===== config.mk =====
export PLATFORM = sky130hd
export DESIGN_NAME = rational_clock_tokens
export DESIGN_NICKNAME = d
export VERILOG_FILES = /design/src/rtl/ctg_pkg.sv /design/src/rtl/ctg_edge_lane.sv /design/src/rtl/ctg_min_select.sv /design/src/rtl/ctg_token_out.sv /design/src/rtl/rational_clock_tokens.sv
export SDC_FILE = /design/constraint.sdc
export NUM_CORES = 1
export LEC_CHECK = 0
export BUFFER_PORTS_ARGS = -buffer_cell sky130_fd_sc_hd__clkbuf_2
export CELL_PAD_IN_SITES_DETAIL_PLACEMENT = 1
export CELL_PAD_IN_SITES_GLOBAL_PLACEMENT = 1
export CORE_MARGIN = 10
export CORE_UTILIZATION = 41
export CTS_CLUSTER_SIZE = 20
export DETAILED_ROUTE_END_ITERATION = 16
export GPL_TIMING_DRIVEN = 0
export PLACE_DENSITY = 0.95
export SETUP_SLACK_MARGIN = 0.1
export SLEW_MARGIN = 20
export SYNTH_ARGS = -nofsm -noshare
export SYNTH_HDL_FRONTEND = slang
export SYNTH_SLANG_ARGS = --single-unit

===== constraint.sdc =====
create_clock -name clk -period 9 [get_ports clk]
set_clock_uncertainty 0.2 [all_clocks]
set_input_delay 1.8 -clock clk [delete_from_list [all_inputs] [get_ports clk]]
set_output_delay 1.8 -clock clk [all_outputs]
set_load 0.02 [all_outputs]

===== src/rtl/ctg_pkg.sv =====
package ctg_pkg;

  // Greatest common divisor, used at elaboration only.
  function automatic longint unsigned ctg_gcd(input longint unsigned a,
                                              input longint unsigned b);
    longint unsigned x;
    longint unsigned y;
    longint unsigned t;
    x = a;
    y = b;
    while (y != 0) begin
      t = x % y;
      x = y;
      y = t;
    end
    return x;
  endfunction

  function automatic int unsigned ctg_ceil_div(input int unsigned n,
                                               input int unsigned d);
    return (n + d - 1) / d;
  endfunction

endpackage


===== src/rtl/ctg_edge_lane.sv =====
// One clock's relative distance to its next edge.
module ctg_edge_lane #(
  parameter int unsigned W      = 3,
  parameter int unsigned PERIOD = 2
) (
  input  logic         clk,
  input  logic         rst,
  input  logic         advance,
  input  logic [W-1:0] now_off,
  output logic [W-1:0] offset,
  output logic         fire
);

  localparam logic [W-1:0] PER_W = W'(PERIOD);

  logic [W-1:0] off_q;

  assign offset = off_q;
  assign fire   = (off_q == now_off);

  always_ff @(posedge clk) begin
    if (rst) begin
      off_q <= '0;
    end else if (advance) begin
      if (fire) off_q <= off_q - now_off + PER_W;
      else      off_q <= off_q - now_off;
    end
  end

  // a relative offset never exceeds the lane's own period
  a_r2_offset_bound: assert property (@(posedge clk) disable iff (rst)
    off_q <= PER_W);

  // after any advance no lane sits at the instant just consumed
  a_r4_offset_nonzero: assert property (@(posedge clk) disable iff (rst)
    advance |=> off_q != '0);

endmodule


===== src/rtl/ctg_min_select.sv =====
// Smallest of N offsets: the next virtual instant.
module ctg_min_select #(
  parameter int unsigned N = 3,
  parameter int unsigned W = 3
) (
  input  logic [N*W-1:0] vals,
  output logic [W-1:0]   min_val
);

  logic [W-1:0] chain [N];

  assign chain[0] = vals[W-1:0];

  generate
    for (genvar g = 1; g < N; g++) begin : g_stage
      logic [W-1:0] cand;
      assign cand     = vals[g*W +: W];
      assign chain[g] = (cand < chain[g-1]) ? cand : chain[g-1];
    end
  endgenerate

  assign min_val = chain[N-1];

endmodule


===== src/rtl/ctg_token_out.sv =====
// Registered token with valid/ready.
module ctg_token_out #(
  parameter int unsigned N          = 3,
  parameter int unsigned W          = 3,
  parameter bit          EMIT_DELTA = 1'b1
) (
  input  logic         clk,
  input  logic         rst,
  input  logic [N-1:0] fire_in,
  input  logic [W-1:0] delta_in,
  input  logic         ready,
  output logic         valid,
  output logic [N-1:0] bits,
  output logic [W-1:0] delta,
  output logic         load
);

  localparam logic [W-1:0] DMASK = EMIT_DELTA ? {W{1'b1}} : {W{1'b0}};

  logic         valid_q;
  logic [N-1:0] bits_q;
  logic [W-1:0] delta_q;

  assign load  = !valid_q || ready;
  assign valid = valid_q;
  assign bits  = bits_q;
  assign delta = delta_q;

  always_ff @(posedge clk) begin
    if (rst) begin
      valid_q <= 1'b0;
      bits_q  <= '0;
      delta_q <= '0;
    end else if (load) begin
      valid_q <= 1'b1;
      bits_q  <= fire_in;
      delta_q <= delta_in & DMASK;
    end
  end

  // a stalled token stays put
  a_r6_hold: assert property (@(posedge clk) disable iff (rst)
    valid_q && !ready |=> valid_q && $stable(bits_q) && $stable(delta_q));

  // the first token out of reset has every clock edging
  a_r3_first_all_ones: assert property (@(posedge clk) disable iff (rst)
    $rose(valid_q) |-> (&bits_q) && delta_q == '0);

  // once valid, always valid
  a_r8_valid_sticky: assert property (@(posedge clk) disable iff (rst)
    valid_q |=> valid_q);

  generate
    if (EMIT_DELTA) begin : g_delta_chk
      // every token after the first moves virtual time forward
      a_r5_delta_forward: assert property (@(posedge clk) disable iff (rst)
        valid_q && ready |=> delta_q != '0);
    end else begin : g_nodelta_chk
      // masked delta
      a_r10_delta_zero: assert property (@(posedge clk) disable iff (rst)
        delta_q == '0);
    end
  endgenerate

endmodule


===== src/rtl/rational_clock_tokens.sv =====
module rational_clock_tokens #(
  parameter int unsigned             NUM_CLK    = 3,
  parameter logic [NUM_CLK*16-1:0]   RATIO_NUM  = {16'd4, 16'd3, 16'd2},
  parameter logic [NUM_CLK*16-1:0]   RATIO_DEN  = {16'd1, 16'd1, 16'd1},
  parameter bit                      EMIT_DELTA = 1'b1,
  parameter int unsigned             HINT_W     = 8,
  localparam int unsigned            MAX_PER    = f_max_per(),
  localparam int unsigned            OFF_W      = (MAX_PER < 2) ? 1 : $clog2(MAX_PER + 1)
) (
  input  logic                        clk,
  input  logic                        rst,
  input  logic                        tok_ready,
  output logic                        tok_valid,
  output logic [NUM_CLK-1:0]          tok_bits,
  output logic [OFF_W-1:0]            tok_delta,
  output logic [NUM_CLK*HINT_W-1:0]   spacing_hint
);

  import ctg_pkg::*;

  // ---- elaboration-time period scaling ----
  function automatic longint unsigned f_num(input int i);
    return longint'(RATIO_NUM[i*16 +: 16]);
  endfunction

  function automatic longint unsigned f_den(input int i);
    return longint'(RATIO_DEN[i*16 +: 16]);
  endfunction

  function automatic longint unsigned f_den_prod();
    longint unsigned p;
    p = 1;
    for (int i = 0; i < int'(NUM_CLK); i++) p = p * f_den(i);
    return p;
  endfunction

  function automatic longint unsigned f_scaled(input int i);
    return f_num(i) * f_den_prod() / f_den(i);
  endfunction

  function automatic longint unsigned f_gcd_all();
    longint unsigned g;
    g = f_scaled(0);
    for (int i = 1; i < int'(NUM_CLK); i++) g = ctg_gcd(g, f_scaled(i));
    return g;
  endfunction

  function automatic int unsigned f_period(input int i);
    return int'(f_scaled(i) / f_gcd_all());
  endfunction

  function automatic int unsigned f_max_per();
    int unsigned m;
    m = 0;
    for (int i = 0; i < int'(NUM_CLK); i++)
      if (f_period(i) > m) m = f_period(i);
    return m;
  endfunction

  function automatic int unsigned f_min_per();
    int unsigned m;
    m = f_period(0);
    for (int i = 1; i < int'(NUM_CLK); i++)
      if (f_period(i) < m) m = f_period(i);
    return m;
  endfunction

  localparam int unsigned MIN_PER = f_min_per();

  // ---- datapath ----
  logic [NUM_CLK*OFF_W-1:0] off_flat;
  logic [NUM_CLK-1:0]       fire_vec;
  logic [OFF_W-1:0]         now_off;
  logic                     load;

  generate
    for (genvar g = 0; g < NUM_CLK; g++) begin : g_lane
      localparam int unsigned LANE_PER = f_period(g);

      ctg_edge_lane #(
        .W      (OFF_W),
        .PERIOD (LANE_PER)
      ) u_lane (
        .clk     (clk),
        .rst     (rst),
        .advance (load),
        .now_off (now_off),
        .offset  (off_flat[g*OFF_W +: OFF_W]),
        .fire    (fire_vec[g])
      );

      assign spacing_hint[g*HINT_W +: HINT_W] =
        HINT_W'(ctg_ceil_div(LANE_PER, MIN_PER));
    end
  endgenerate

  ctg_min_select #(
    .N (NUM_CLK),
    .W (OFF_W)
  ) u_min (
    .vals    (off_flat),
    .min_val (now_off)
  );

  ctg_token_out #(
    .N          (NUM_CLK),
    .W          (OFF_W),
    .EMIT_DELTA (EMIT_DELTA)
  ) u_out (
    .clk      (clk),
    .rst      (rst),
    .fire_in  (fire_vec),
    .delta_in (now_off),
    .ready    (tok_ready),
    .valid    (tok_valid),
    .bits     (tok_bits),
    .delta    (tok_delta),
    .load     (load)
  );

  // nothing empty leaves the block
  a_r4_no_empty_token: assert property (@(posedge clk) disable iff (rst)
    tok_valid |-> tok_bits != '0);

  // the candidate token fed to the output stage always has an edge
  a_r4_candidate_nonempty: assert property (@(posedge clk) disable iff (rst)
    fire_vec != '0);

  // nothing presented while reset is being held
  a_r8_reset_quiet: assert property (@(posedge clk)
    $past(rst) |-> !tok_valid);

endmodule


=== After elaboration in Yosys (flattened, before gate mapping) ===
Cells that the tools add are included.

* Output and inout port bits: 31
* Register bits: 16
* Input port bits: 3
* Logic and storage cells: 24

* Reduce and logical (&&, ||, !) cells: 2
* $add $sub $neg: 6
* Multiplexer cells: 5
* Equal/unequal tests: 3
* $lt $le $gt $ge: 2

{| class="wikitable"
|+ Operators by type and width
! kind !! number
|-
| $mux W3 || 5
|-
| $eq A3 B3 Y1 || 3
|-
| $sub A3 B3 Y3 || 3
|-
| $add A3 B2 Y3 const B || 2
|-
| $lt A3 B3 Y1 || 2
|-
| $add A3 B3 Y3 const B || 1
|-
| $logic_not A1 Y1 || 1
|-
| $logic_or A1 B1 Y1 || 1
|}

=== Depth between registers and ports, before layout ===
* Depth after elaboration: 7
* Mapped depth: 18
* Mapped depth without buffers: 17

=== Hierarchy ===
From an unflattened synthesis, not the netlist that was laid out.

* Cell total of the unflattened synthesis: 170
* Area, all modules: 1478.9 µm²

{| class="wikitable"
|+ Modules (own cells, without submodules)
! module !! cells an instance !! area an instance (µm²) !! instances
|-
| ctg_token_out || 29 || 320.3 || 1
|-
| ctg_edge_lane at g_lane[1].u_lane || 32 || 284.0 || 1
|-
| ctg_edge_lane at g_lane[0].u_lane || 31 || 251.5 || 1
|-
| ctg_edge_lane at g_lane[2].u_lane || 25 || 240.2 || 1
|-
| ctg_min_select || 27 || 195.2 || 1
|-
| rational_clock_tokens || 26 || 187.7 || 1
|}

=== Worst setup path before layout ===
Ideal clock, no wire load.

* Kind: reg2reg
* Start point: reg g_lane[0].u_lane.off_q[1]
* End point: reg g_lane[1].u_lane.off_q[2]
* Stages on the path, launching flop included: 19
* Setup slack: 5.754 ns
* Clock period less this slack: 3.246 ns
* Setup time: 0.132 ns
* Arrival time: 2.914 ns
* Cells stage by stage: dfxtp_1 inv_1 ha_1 nand2_1 o211a_1 buf_6 mux2i_4 nor4_1 a311o_1 ha_1 inv_1 ha_1 inv_1 ha_1 inv_1 o2111ai_1 and2_1 a21oi_1 o32ai_1

* Word-level cells in the longest chain between the ends: 7
* Elaborated cells between the ends (all ways): 8
* Those cells by class: add/sub: 2; order compare: 2; eq/ne: 1; mux: 3

{| class="wikitable"
|+ Ends and longest elaborated chain
! item !! line !! source
|-
| from (decl) || ctg_edge_lane.sv:16 || <nowiki>logic [W-1:0] off_q;</nowiki>
|-
| from (signal assigned) || ctg_edge_lane.sv:25 || <nowiki>if (fire) off_q <= off_q - now_off + PER_W;</nowiki>
|-
| from (signal assigned) || ctg_edge_lane.sv:26 || <nowiki>else off_q <= off_q - now_off;</nowiki>
|-
| $lt A3 B3 Y1 || ctg_min_select.sv:18 || <nowiki>assign chain[g] = (cand < chain[g-1]) ? cand : chain[g-1];</nowiki>
|-
| $mux W3 * || ctg_min_select.sv:18 ||
|-
| $lt A3 B3 Y1 || ctg_min_select.sv:18 ||
|-
| $mux W3 * || ctg_min_select.sv:18 ||
|-
| net g_lane[0].u_lane.now_off[0] || ctg_edge_lane.sv:9 || <nowiki>input logic [W-1:0] now_off,</nowiki>
|-
| $sub A3 B3 Y3 || ctg_edge_lane.sv:25, ctg_edge_lane.sv:26 ||
|-
| $add A3 B2 Y3 || ctg_edge_lane.sv:25 ||
|-
| $mux W3 * || ctg_edge_lane.sv:25 ||
|-
| to (signal assigned) || ctg_edge_lane.sv:25 ||
|-
| to (signal assigned) || ctg_edge_lane.sv:26 ||
|-
| to (decl) || ctg_edge_lane.sv:16 ||
|}

The timed path passes the listed nets; every way through them passes the cells marked *.
A chain may end at the register's enable or synchronous reset.

=== Worst setup path in the final report ===
Ends and elaborated chain as after synthesis.

==> results.py <==
metrics = {
    "outcome": {
        "outcome": "finished clean",
    },
    "routing": {
        "dr_total_vias": 1201,
        "drc_errors": 0,
        "drtAntennaViolNets": 0,
        "finalWirelength_um": 3506,
        "drt_iter0_drc": 54,
        "via_per_inst": 4.785,
        "drt_pass1_iterations": 4,
        "post_drt_wl_per_cell_um": 13.97,
    },
    "floorplanning": {
        "pin_count": 34,
        "die_h_um": 77.57,
        "coreArea_sq_um": 3103,
        "dieArea_sq_um": 6017,
        "die_w_um": 77.57,
        "placementRows": 20,
        "initial_core_util_pct": 43.79,
    },
    "global_routing": {
        "grt_pass1_vias": 1176,
        "grt-ovfl-total": 0,
        "antenna_found_initial": 0,
        "grt_pass1_wl_um": 5595,
        "grt_max_degree": 11,
        "grt_usage_pct": 10.80,
    },
    "final_layout": {
        "nNetsFinal": 225,
        "final_util_pct": 50.40,
        "final_area_sq_um": 1564,
        "drive_above_1_share_pct": 19.32,
        "n_antenna_cell": 0,
        "area_growth_pct": 15.10,
    },
    "setup_path": {
        "crit_end": "g_lane[1].u_lane.offset[2]$_SDFFE_PP0P_",
        "reg2reg_depth": 18,
        "startpoint_type": "flop",
        "cp-startpoint": "g_lane[0].u_lane.offset[1]$_SDFFE_PP0P_",
        "rr_startpoint": "g_lane[0].u_lane.offset[1]$_SDFFE_PP0P_",
        "r2r_setup_slack_ns": 5.24,
        "critical_path_class": "reg -> reg",
        "crit_required_ns": 8.96,
        "regToRegEndpoint": "g_lane[1].u_lane.offset[2]$_SDFFE_PP0P_",
        "end_kind": "flop",
        "critical_path.max_fanout": 9,
        "arrival_ns": 3.72,
    },
    "yosys": {
        "yosys_warnings": 0,
        "syn_avg_cell_area_sq_um": 7.854,
        "syn_inst": 173,
        "synthArstFlopShare_pct": 0,
        "dominantRegCellSynth": "dfxtp_1",
        "syn-cell-area_sq_um": 1359,
        "synth_edf_count": 0,
        "ys_types": 40,
        "ys_ff_latch": 16,
        "yosysSeqAreaShare_pct": 23.57,
    },
    "clock_network": {
        "clk_latency_ns": 0.28,
        "cts_max_path_buffers": 2,
        "clkTransAtPathRegs_ns": 0.09,
        "cts_tree": "done",
        "cts_made_buffers": 3,
        "cts-root-buf": "clkbuf_4",
        "clkSinkCount": 16,
        "cts_setup_buffers": 0,
        "cts_hold_buf": 0,
        "htreeDepth": 1,
        "cts_resized": 0,
    },
    "sta": {
        "rsz0062_at_grt": "no",
        "finalCritPeriodShare_pct": 41.78,
        "hold_violations": 0,
        "finalCriticalPeriod_ns": 3.760,
        "worst_pin_slew_ns": 0.5595,
        "report.final.slew_viol_count": 0,
        "setup_violations": 0,
        "fin_tns_setup_ns": 0,
        "slew_headroom_pct": 62.44,
        "fmax_mhz": 265.9,
        "whs_ns": 0.2643,
    },
    "run": {
        "maxCapViolCount": 0,
    },
    "hold_path": {
        "hold_path_class": "reg -> reg",
        "hold_start": "u_out.delta[2]$_SDFFE_PP0P_",
    },
    "placement": {
        "place.port_buffers": 9,
        "placed_area_sq_um": 1541,
        "routabilityCongestion": 0.8065,
        "hpwlAfterDp_um": 2864,
    },
    "power_and_ir_drop": {
        "leakage_nw": 0.7498,
        "p_per_area_nw_per_um2": 401.1,
        "ir_drop_mv": 0.2100,
        "p_total_w": 0.0006272,
    },
}
-- metal layers --
metal,global-route usage [%],vias to the layer above,wire length [um]
met5,0,-,0
met4,3.102,0,30
met3,2.189,6,140
li1,-,608,-
met2,19.06,25,1722
met1,12.84,562,1612
-- state kept, by name, indices dropped and copies added, names as in the netlist --
name,flops
u_out.bits,3
g_lane.u_lane.offset,9
u_out.delta,3
u_out.valid,1
-- layout by cell type (no fill, tap or decap), types with 2 or more instances in the layout --
cell type / count
ha_1: 13
clkbuf_4: 3
nand3b_1: 3
clkbuf_1: 7
a31oi_1: 4
o22a_1: 2
o21ai_0: 6
nand2_1: 12
xnor2_1: 4
conb_1: 24
clkbuf_2: 9
dfxtp_1: 16
mux2i_1: 2
inv_1: 15
nand2b_1: 6
o22ai_1: 2
a211oi_1: 2
nor2b_1: 5
nor2_1: 12
buf_4: 24
a21oi_1: 14
a22oi_1: 2
-- layout make-up --
type,count,area [sq um]
Tap cell,44,55.05
Inverter,15,56.30
Fill cell,422,1539
Multi-Input combinational cell,131,842.1
Sequential cell,16,320.3
Timing Repair Buffer,9,45.04
Clock buffer,3,22.52
Buffer,33,222.7
-- cell families after synthesis --
kind of cell	synth area share, %
flops	23.57
xor+xnor	3.223
buf+inv	20.53
compound gates	20.99
fa+ha+maj	11.97
other cells	0.5527
mux	3.959
simple gates	15.19
-- synthesized netlist by cell type (2+ instances only) --
cell type / number / area, sq um
buf_4: 24 / 180.2
dfxtp_1: 16 / 320.3
inv_1: 15 / 56.30
a21oi_1: 14 / 70.07
ha_1: 13 / 162.7
nand2_1: 12 / 45.04
nor2_1: 12 / 45.04
clkbuf_1: 7 / 26.28
nand2b_1: 6 / 37.54
o21ai_0: 6 / 30.03
nor2b_1: 5 / 31.28
a31oi_1: 4 / 25.02
xnor2_1: 4 / 35.03
nand3b_1: 3 / 22.52
a211oi_1: 2 / 15.01
a22oi_1: 2 / 15.01
conb_1: 2 / 7.510
mux2i_1: 2 / 20.02
o22a_1: 2 / 17.52
o22ai_1: 2 / 12.51
-- where the power goes --
group	internal [W]	switching, W
clock	0.0000155	0.0000219
combinational	0.000207	0.000263
sequential	0.0000963	0.0000235
total	0.000319	0.000308
-- worst max-delay path: stages, from the launching register on --
cell and delay [ns]:
dfxtp_1 0.55, inv_1 0.08, ha_1 0.30, nand2_1 0.06
o211a_1 0.21, buf_6 0.14, mux2i_4 0.20, nor4_1 0.22
a311o_1 0.30, ha_1 0.19, inv_1 0.04, ha_1 0.26
inv_1 0.05, ha_1 0.17, inv_1 0.05, o2111ai_1 0.13
and2_1 0.21, a21oi_1 0.18, o32ai_1 0.11
-- worst min-delay path by stage --
stage / to / slack (ns) / cells after the start
6_report: u_out.delta[2]$_SDFFE_PP0P_ / 0.26 / 2
5_1_grt: u_out.delta[1]$_SDFFE_PP0P_ / 0.27 / 2
4_1_cts: u_out.delta[1]$_SDFFE_PP0P_ / 0.27 / 2
3_5_place_dp: u_out.delta[1]$_SDFFE_PP0P_ / 0.25 / 2
3_3_place_gp: u_out.delta[2]$_SDFFE_PP0P_ / 0.24 / 2
2_1_floorplan: g_lane[2].u_lane.offset[0]$_SDFFE_PP0P_ / 0.29 / 2
-- per-stage QoR --
step	setup slack (ns)	cells
after floorplan	5.754	195
after global placement	5.417	248
after detailed placement	5.276	248
after CTS	5.253	251
after global routing	4.996	251
final	5.240	251
(Power assumes the default switching activity.)
